File: config.mk
export PLATFORM = sky130hd
export DESIGN_NAME = dual_audio_fifo
export DESIGN_NICKNAME = d
export VERILOG_FILES = /design/src/rtl/audfifo_pkg.sv /design/src/rtl/audfifo_queue.sv /design/src/rtl/audfifo_tx_unpack.sv /design/src/rtl/audfifo_rx_pack.sv /design/src/rtl/audfifo_sticky.sv /design/src/rtl/dual_audio_fifo.sv
export SDC_FILE = /design/constraint.sdc
export NUM_CORES = 1
export LEC_CHECK = 0
export ABC_AREA = 1
export CAP_MARGIN = 25
export CORE_MARGIN = 2
export CORE_UTILIZATION = 45
export DETAILED_ROUTE_END_ITERATION = 8
export DONT_BUFFER_PORTS = 1
export MAX_ROUTING_LAYER = met4
export PLACE_DENSITY_LB_ADDON = 0.08
export SLEW_MARGIN = 20
export SYNTH_ARGS = -nofsm -noshare
export SYNTH_HDL_FRONTEND = slang
export SYNTH_SLANG_ARGS = --single-unit
File: constraint.sdc
create_clock -name clk -period 4 [get_ports clk]
set_input_delay 0.4 -clock clk [delete_from_list [all_inputs] [get_ports clk]]
set_output_delay 0.4 -clock clk [all_outputs]
set_load 0.02 [all_outputs]
File: src/rtl/audfifo_pkg.sv
package audfifo_pkg;
  localparam int WORD_W = 32;
  localparam int HALF_W = 16;
  localparam int LVL_W  = 5;

  localparam logic [2:0] FMT_LSB16 = 3'd0;
  localparam logic [2:0] FMT_LSB20 = 3'd1;
  localparam logic [2:0] FMT_LSB24 = 3'd2;
  localparam logic [2:0] FMT_FULL  = 3'd3;
  localparam logic [2:0] FMT_PAIR  = 3'd7;

  // keep mask for the LSB-aligned formats; unknown codes keep the whole word
  function automatic logic [WORD_W-1:0] fmt_mask(input logic [2:0] f);
    case (f)
      FMT_LSB16: fmt_mask = 32'h0000_FFFF;
      FMT_LSB20: fmt_mask = 32'h000F_FFFF;
      FMT_LSB24: fmt_mask = 32'h00FF_FFFF;
      default:   fmt_mask = 32'hFFFF_FFFF;
    endcase
  endfunction

  // attention code to slot count
  function automatic logic [LVL_W-1:0] atn_slots(input logic [1:0] c);
    case (c)
      2'd0:    atn_slots = 5'd1;
      2'd1:    atn_slots = 5'd4;
      2'd2:    atn_slots = 5'd8;
      default: atn_slots = 5'd12;
    endcase
  endfunction
endpackage

File: src/rtl/audfifo_queue.sv
module audfifo_queue #(
  parameter int W     = 32,
  parameter int DEPTH = 16,
  parameter int CNT_W = 6
) (
  input  logic             clk,
  input  logic             rst_n,
  input  logic             clr,
  input  logic             push,
  input  logic [W-1:0]     wdata,
  input  logic             pop,
  output logic [W-1:0]     rdata,
  output logic [CNT_W-1:0] count,
  output logic             full,
  output logic             empty
);
  localparam int AW = (DEPTH > 1) ? $clog2(DEPTH) : 1;
  localparam logic [AW-1:0] LAST = AW'(DEPTH - 1);

  logic [W-1:0]  mem [DEPTH];
  logic [AW-1:0] wp, rp;
  logic          do_push, do_pop;

  function automatic logic [AW-1:0] bump(input logic [AW-1:0] p);
    bump = (p == LAST) ? '0 : p + AW'(1);
  endfunction

  assign full    = (count == CNT_W'(DEPTH));
  assign empty   = (count == '0);
  assign do_push = push & ~full;
  assign do_pop  = pop & ~empty;
  assign rdata   = mem[rp];

  always_ff @(posedge clk or negedge rst_n) begin
    if (!rst_n) begin
      wp    <= '0;
      rp    <= '0;
      count <= '0;
    end else if (clr) begin
      wp    <= '0;
      rp    <= '0;
      count <= '0;
    end else begin
      if (do_push) wp <= bump(wp);
      if (do_pop)  rp <= bump(rp);
      case ({do_push, do_pop})
        2'b10:   count <= count + CNT_W'(1);
        2'b01:   count <= count - CNT_W'(1);
        default: count <= count;
      endcase
    end
  end

  always_ff @(posedge clk) begin
    if (do_push && !clr) mem[wp] <= wdata;
  end

  // a flush leaves the queue empty on the next cycle
  a_r5_flush_empties: assert property (@(posedge clk) disable iff (!rst_n)
    clr |=> empty);
  // a full queue stays full while nothing drains it
  a_r1_full_holds: assert property (@(posedge clk) disable iff (!rst_n)
    (full && !pop && !clr) |=> full);
endmodule

File: src/rtl/audfifo_tx_unpack.sv
module audfifo_tx_unpack
  import audfifo_pkg::*;
(
  input  logic              clk,
  input  logic              rst_n,
  input  logic              clr,
  input  logic              en,
  input  logic [2:0]        fmt,
  input  logic [WORD_W-1:0] word,
  input  logic              word_avail,
  input  logic              smp_ready,
  output logic              smp_valid,
  output logic [WORD_W-1:0] smp_data,
  output logic              word_pop,
  output logic              underrun
);
  logic upper_q;
  logic pair;
  logic take;

  assign pair      = (fmt == FMT_PAIR);
  assign smp_valid = en & word_avail;
  assign take      = smp_valid & smp_ready;
  assign word_pop  = take & (~pair | upper_q);
  assign underrun  = en & smp_ready & ~word_avail;

  always_comb begin
    if (pair) begin
      if (upper_q) smp_data = {{(WORD_W-HALF_W){1'b0}}, word[WORD_W-1 -: HALF_W]};
      else         smp_data = {{(WORD_W-HALF_W){1'b0}}, word[HALF_W-1:0]};
    end else begin
      smp_data = word & fmt_mask(fmt);
    end
  end

  always_ff @(posedge clk or negedge rst_n) begin
    if (!rst_n)            upper_q <= 1'b0;
    else if (clr)          upper_q <= 1'b0;
    else if (take && pair) upper_q <= ~upper_q;
  end

  // after the left half leaves, the same word stays at the queue head
  a_r7_word_kept_for_right: assert property (@(posedge clk) disable iff (!rst_n)
    (pair && take && !upper_q && !clr) |=> $stable(word));
  // 16-bit samples carry no bits above bit 15
  a_r6_lsb16_bound: assert property (@(posedge clk) disable iff (!rst_n)
    (smp_valid && fmt == FMT_LSB16) |-> (smp_data[WORD_W-1:HALF_W] == '0));
  // an underrun never consumes a word
  a_r8_underrun_no_pop: assert property (@(posedge clk) disable iff (!rst_n)
    underrun |-> !word_pop);
endmodule

File: src/rtl/audfifo_rx_pack.sv
module audfifo_rx_pack
  import audfifo_pkg::*;
(
  input  logic              clk,
  input  logic              rst_n,
  input  logic              clr,
  input  logic              en,
  input  logic [2:0]        fmt,
  input  logic              smp_valid,
  input  logic [WORD_W-1:0] smp_data,
  input  logic              fifo_full,
  output logic              word_push,
  output logic [WORD_W-1:0] word_data,
  output logic              overrun,
  output logic              half_pending
);
  logic              upper_q;
  logic [HALF_W-1:0] low_q;
  logic              pair;
  logic              acc;
  logic              complete;

  assign pair         = (fmt == FMT_PAIR);
  assign acc          = en & smp_valid;
  assign complete     = acc & (~pair | upper_q);
  assign word_push    = complete & ~fifo_full;
  assign overrun      = complete & fifo_full;
  assign half_pending = upper_q;
  assign word_data    = pair ? {smp_data[HALF_W-1:0], low_q} : (smp_data & fmt_mask(fmt));

  always_ff @(posedge clk or negedge rst_n) begin
    if (!rst_n) begin
      upper_q <= 1'b0;
      low_q   <= '0;
    end else if (clr) begin
      upper_q <= 1'b0;
    end else if (acc && pair) begin
      if (!upper_q) low_q <= smp_data[HALF_W-1:0];
      upper_q <= ~upper_q;
    end
  end

  // nothing is stored while capture is stopped
  a_r2_off_no_push: assert property (@(posedge clk) disable iff (!rst_n)
    !en |-> !word_push);
  // a full queue never receives a word
  a_r8_full_drops: assert property (@(posedge clk) disable iff (!rst_n)
    fifo_full |-> !word_push);
endmodule

File: src/rtl/audfifo_sticky.sv
module audfifo_sticky (
  input  logic clk,
  input  logic rst_n,
  input  logic set,
  input  logic clr,
  input  logic ie,
  output logic flag,
  output logic irq
);
  always_ff @(posedge clk or negedge rst_n) begin
    if (!rst_n)   flag <= 1'b0;
    else if (set) flag <= 1'b1;
    else if (clr) flag <= 1'b0;
  end

  assign irq = flag & ie;

  // set beats clear, and the flag persists until cleared
  a_r8_set_wins: assert property (@(posedge clk) disable iff (!rst_n)
    set |=> flag);
  a_r8_sticky: assert property (@(posedge clk) disable iff (!rst_n)
    (flag && !clr) |=> flag);
endmodule

File: src/rtl/dual_audio_fifo.sv
module dual_audio_fifo
  import audfifo_pkg::*;
#(
  parameter int DEPTH = 16,
  parameter int CNT_W = 6
) (
  input  logic              clk,
  input  logic              rst_n,
  input  logic              tx_enable,
  input  logic              rx_enable,
  input  logic              tx_flush,
  input  logic              rx_flush,
  input  logic [1:0]        tx_atn_lvl,
  input  logic [1:0]        rx_atn_lvl,
  input  logic [2:0]        word_fmt,
  input  logic              loop_enable,
  input  logic              tx_req_en,
  input  logic              rx_req_en,
  input  logic              tx_err_ie,
  input  logic              rx_err_ie,
  input  logic              tx_err_clr,
  input  logic              rx_err_clr,
  input  logic              host_wvalid,
  output logic              host_wready,
  input  logic [WORD_W-1:0] host_wdata,
  output logic              host_rvalid,
  input  logic              host_rready,
  output logic [WORD_W-1:0] host_rdata,
  output logic              tx_smp_valid,
  input  logic              tx_smp_ready,
  output logic [WORD_W-1:0] tx_smp_data,
  input  logic              rx_smp_valid,
  input  logic [WORD_W-1:0] rx_smp_data,
  output logic [CNT_W-1:0]  tx_slots,
  output logic [CNT_W-1:0]  rx_slots,
  output logic              tx_ready,
  output logic              rx_ready,
  output logic              tx_busy,
  output logic              rx_busy,
  output logic              tx_req,
  output logic              rx_req,
  output logic              tx_err,
  output logic              rx_err,
  output logic              tx_err_irq,
  output logic              rx_err_irq
);
  localparam logic [CNT_W-1:0] FULL_CNT = CNT_W'(DEPTH);

  // playback side
  logic [WORD_W-1:0] txq_rdata;
  logic [CNT_W-1:0]  txq_cnt;
  logic              txq_full, txq_empty, txq_pop, tx_under;

  audfifo_queue #(.W(WORD_W), .DEPTH(DEPTH), .CNT_W(CNT_W)) u_txq (
    .clk(clk), .rst_n(rst_n), .clr(tx_flush),
    .push(host_wvalid), .wdata(host_wdata),
    .pop(txq_pop), .rdata(txq_rdata),
    .count(txq_cnt), .full(txq_full), .empty(txq_empty)
  );

  audfifo_tx_unpack u_unpack (
    .clk(clk), .rst_n(rst_n), .clr(tx_flush), .en(tx_enable), .fmt(word_fmt),
    .word(txq_rdata), .word_avail(~txq_empty), .smp_ready(tx_smp_ready),
    .smp_valid(tx_smp_valid), .smp_data(tx_smp_data),
    .word_pop(txq_pop), .underrun(tx_under)
  );

  assign host_wready = ~txq_full;

  // capture side, with the loopback source select
  logic              cap_valid;
  logic [WORD_W-1:0] cap_data;
  logic              rxq_push, rxq_full, rxq_empty, rx_over, rx_half;
  logic [WORD_W-1:0] rxq_wdata;
  logic [CNT_W-1:0]  rxq_cnt;

  assign cap_valid = loop_enable ? (tx_smp_valid & tx_smp_ready) : rx_smp_valid;
  assign cap_data  = loop_enable ? tx_smp_data : rx_smp_data;

  audfifo_rx_pack u_pack (
    .clk(clk), .rst_n(rst_n), .clr(rx_flush), .en(rx_enable), .fmt(word_fmt),
    .smp_valid(cap_valid), .smp_data(cap_data), .fifo_full(rxq_full),
    .word_push(rxq_push), .word_data(rxq_wdata),
    .overrun(rx_over), .half_pending(rx_half)
  );

  audfifo_queue #(.W(WORD_W), .DEPTH(DEPTH), .CNT_W(CNT_W)) u_rxq (
    .clk(clk), .rst_n(rst_n), .clr(rx_flush),
    .push(rxq_push), .wdata(rxq_wdata),
    .pop(host_rready), .rdata(host_rdata),
    .count(rxq_cnt), .full(rxq_full), .empty(rxq_empty)
  );

  assign host_rvalid = ~rxq_empty;

  // occupancy, attention and activity
  assign tx_slots = FULL_CNT - txq_cnt;
  assign rx_slots = rxq_cnt;
  assign tx_ready = (tx_slots >= CNT_W'(atn_slots(tx_atn_lvl)));
  assign rx_ready = (rx_slots >= CNT_W'(atn_slots(rx_atn_lvl)));
  assign tx_req   = tx_ready & tx_req_en;
  assign rx_req   = rx_ready & rx_req_en;
  assign tx_busy  = tx_enable & ~txq_empty;
  assign rx_busy  = ~rxq_empty | rx_half;

  // error flags, one per direction (index 0 playback, 1 capture)
  logic [1:0] err_set, err_clr, err_ie, err_q, err_int;
  assign err_set = {rx_over, tx_under};
  assign err_clr = {rx_err_clr, tx_err_clr};
  assign err_ie  = {rx_err_ie, tx_err_ie};

  for (genvar g = 0; g < 2; g++) begin : g_err
    audfifo_sticky u_flag (
      .clk(clk), .rst_n(rst_n), .set(err_set[g]), .clr(err_clr[g]),
      .ie(err_ie[g]), .flag(err_q[g]), .irq(err_int[g])
    );
  end

  assign tx_err     = err_q[0];
  assign rx_err     = err_q[1];
  assign tx_err_irq = err_int[0];
  assign rx_err_irq = err_int[1];

  // occupancy fields never exceed the depth
  a_r3_slots_bounded: assert property (@(posedge clk) disable iff (!rst_n)
    (tx_slots <= FULL_CNT) && (rx_slots <= FULL_CNT));
  // in loopback the framer capture strobe cannot reach the queue
  a_r9_loop_ignores_pins: assert property (@(posedge clk) disable iff (!rst_n)
    (loop_enable && !(tx_smp_valid && tx_smp_ready) && !rx_half) |-> !rxq_push);
endmodule

==> flow_summary.toml <==
[sta]
hold_violations = 0
clock_skew_ns = 0.0326
timing.fmax_mhz = 270
tns_ns = 0
rsz0062_at_grt = "false"
maxSlewHeadroom = 0.333
worst_slew_pin_slew_ns = 1.00
finalSetupViolations = 0
slew_violations = 0
timing.final.crit_share = 0.927
min_period_ns = 3.71

[cells_and_area]
fillers = 8140
layoutNonFillerInstCount = 4876
nets = 3606
drive_gt1_frac = 0.107
post-route-util = 0.520
area_growth_syn_to_layout_pct = 15.0

[logic_synthesis]
synth_fa_ha_area_frac = 0.00706
synthArstFlopShare = 0.0448
synth_compound_gate_area_share = 0.111
yosys.area_share.simple = 0.102
synth_area_leaders = "edfxtp_1, nor2_1, o21ai_0"
synth_common_cells = "edfxtp_1, nor2_1, o21ai_0, nand2_1, clkbuf_1"
yosysMostFrequentCell = "edfxtp_1"
syn_area_per_cell_sq_um = 12.8
synthCells = 3407
synthMuxAreaShare = 0.0129
synth_edf_count = 1024
ys_types = 42
syn-num-nets = 3519
synth-seq-area-share = 0.733
synth.largest_area_cell = "edfxtp_1"
synth_top_area_share = 0.706
synth_area_sq_um = 43600
synthFlopType = "edfxtp_1"
ys_warn_count = 0
ys_seq_elements = 1072
synth_xor_area_frac = 0.00261
synth_top_family_by_area = "compound AO/OA/AOI/OAI gates"

[grt]
antenna_found_initial = 12
grt.total_usage = 0.258
grt_pass1_vias = 27445
grt_pass1_wl_um = 183000
grt_overflow = 0
grt_max_degree = 149

[worst_setup_path]
cp_num_buf_inv = 3
start_kind = "flip-flop"
critical-path-max-stage-delay_ns = 0.62
worstPathArrival_ns = 3.31
required_ns = 3.60
cp_cell_sequence = "inv_6 -> buf_4 -> o21ai_0 -> o221ai_1 -> nand3_1 -> a21oi_1 -> buf_4"
cpLargestDelayFamily = "buffers and inverters"
cp_slowest_cell = "dfrtp_4"
cp_common_cell = "buf_4"
critPathMaxFanout = 68
cp-end-kind = "output pin"
crit_type = "flip-flop to output pin"

[drt]
drc_errors = 0
drt_iter0_markers = 3022
num_vias = 28321
wirelength_um = 125000
dr.pass1.iters = 6
vias_per_cell = 5.81
wl_per_cell_um = 25.6
postRouteAntennaNets = 0

[clock_tree]
cts_root_buf = "clkbuf_16"
postCtsSetupRepairBufs = 0
clock_latency_ns = 0.71
cts_sinks = 1072
cts_buffers = 111
cts_tree = "built"
htree_levels = 3
clock_path_buffers = 3
clk_pin_slew_ns = 0.06

[floorplanning]
row_count = 114
die_x_um = 315
ios = 177
initial_core_util = 0.453
core-area_sq_um = 96300
dieArea_sq_um = 99300
die_y_um = 315

[outcome]
run_status = "completed"

[placed_design]
dp_cells = 4617
gp_congestion = 0.888
io_buffers = 0
place_hpwl_um = 74900

[power_and_ir_drop]
leakagePower_nw = 16.8
irDropWorstVdd_uv = 394
cellPowerDensity_nw_per_um2 = 569

[worst_hold_path]
hold_path.class = "input port to flip-flop"

[run]
max_cap_violations = 0
-- metal layers --
metal | up-vias | track usage | wire [um]
li1 | 12761 | - | -
met1 | 14230 | 0.339 | 52300
met2 | 1116 | 0.401 | 59000
met3 | 214 | 0.0581 | 9970
met4 | 0 | 0.0779 | 3720
met5 | - | - | 0
-- cells in the final DEF (no fill, tap or decap), drive strengths merged, types with 9 or more instances in the layout --
cell type,n
bufinv,12
o221ai,86
o22ai,74
dfrtp,48
buf,150
a21oi,31
nor2,655
o21ai,477
inv,103
o32ai,75
dlygate4sd3,39
edfxtp,1024
xor2,10
mux2i,56
clkbuf,140
ha,23
nand3,126
o211ai,43
diode,9
clkinv,52
nand2,331
-- where the power goes --
part,total [mW],internal (mW),switching [mW],leakage (nW)
registers,12.9,12.6,0.295,9.88
logic,5.26,1.48,3.78,5.16
clock network,10.3,6.00,4.33,1.79
total,28.5,20.1,8.41,16.8
-- worst reg2reg max path, cell delays in order, from the launching register on --
cell and delay [ns]:
dfrtp_4 0.63, inv_6 0.28, buf_4 0.37, o21ai_0 0.22
o22ai_1 0.10, o211ai_1 0.27, nand2_1 0.16, o21ai_0 0.77
nand2_1 0.15, buf_4 0.25
-- sequential cells by signal, summed over array words and instances (netlist names) --
| name | count |
|---|---|
| u_pack.half_pending | 1 |
| u_txq.count | 6 |
| u_rxq.count | 6 |
| u_rxq.wp | 4 |
| u_txq.rp | 4 |
| u_rxq.mem | 512 |
| u_txq.mem | 512 |
| u_txq.wp | 4 |
| u_rxq.rp | 4 |
| u_pack.low_q | 16 |
| g_err.u_flag.flag | 2 |
| u_unpack.upper_q | 1 |
-- final cells by class --
type | count | area (sq um) | share of cell area
clock inverter | 70 | 703 | 0.0140
sequential | 1072 | 32000 | 0.638
multi-input combinational | 2018 | 10500 | 0.210
inverter | 102 | 393 | 0.00784
tap | 1276 | 1600 | 0.0319
clock buffer | 140 | 2950 | 0.0588
antenna | 9 | 22.5 | 0.000450
timing repair buffer | 189 | 1920 | 0.0383
-- kinds of logic (layout without fill, tap and decap cells) --
group | count (synthesis) | after routing
compound gates | 798 | 798
xor+xnor | 13 | 13
fa+ha+maj | 24 | 24
buf+inv | 317 | 501
flops | 1072 | 1072
mux | 56 | 56
other cells | 0 | 9
simple gates | 1127 | 1127
-- timing repair --
item                      CTS  global route
resized for setup           0             0
hold buffers               40             0
hold endpoints to repair  585             0
-- final timing paths --
kind                                       from               end  slack (ns)  cells after the start
worst max-delay path                u_txq.rp[0]   tx_smp_data[27]        0.29                      7
worst min-delay path                   tx_flush       u_txq.rp[2]        0.03                      3
worst max register to register      u_txq.rp[0]  u_rxq.mem[9][25]        0.50                      9
worst min register to register  u_pack.low_q[7]   u_pack.low_q[7]        0.49                      2
max in group asynchronous                 rst_n       u_rxq.rp[0]        3.44                      2
min in group asynchronous                 rst_n    u_txq.count[1]        0.22                      2
-- metrics by stage --
stage	hold WS (ns)	setup WS (ns)	area, sq um	power (mW)
2_1_floorplan	0.104	0.0174	43600	16.5
3_3_place_gp	0.106	0.711	46000	18.2
3_5_place_dp	0.106	0.650	46000	18.3
4_1_cts	0.00191	0.255	50100	28.7
5_1_grt	0.0495	0.119	50100	29.5
6_report	0.0308	0.292	50100	28.5
(Power assumes the default switching activity.)
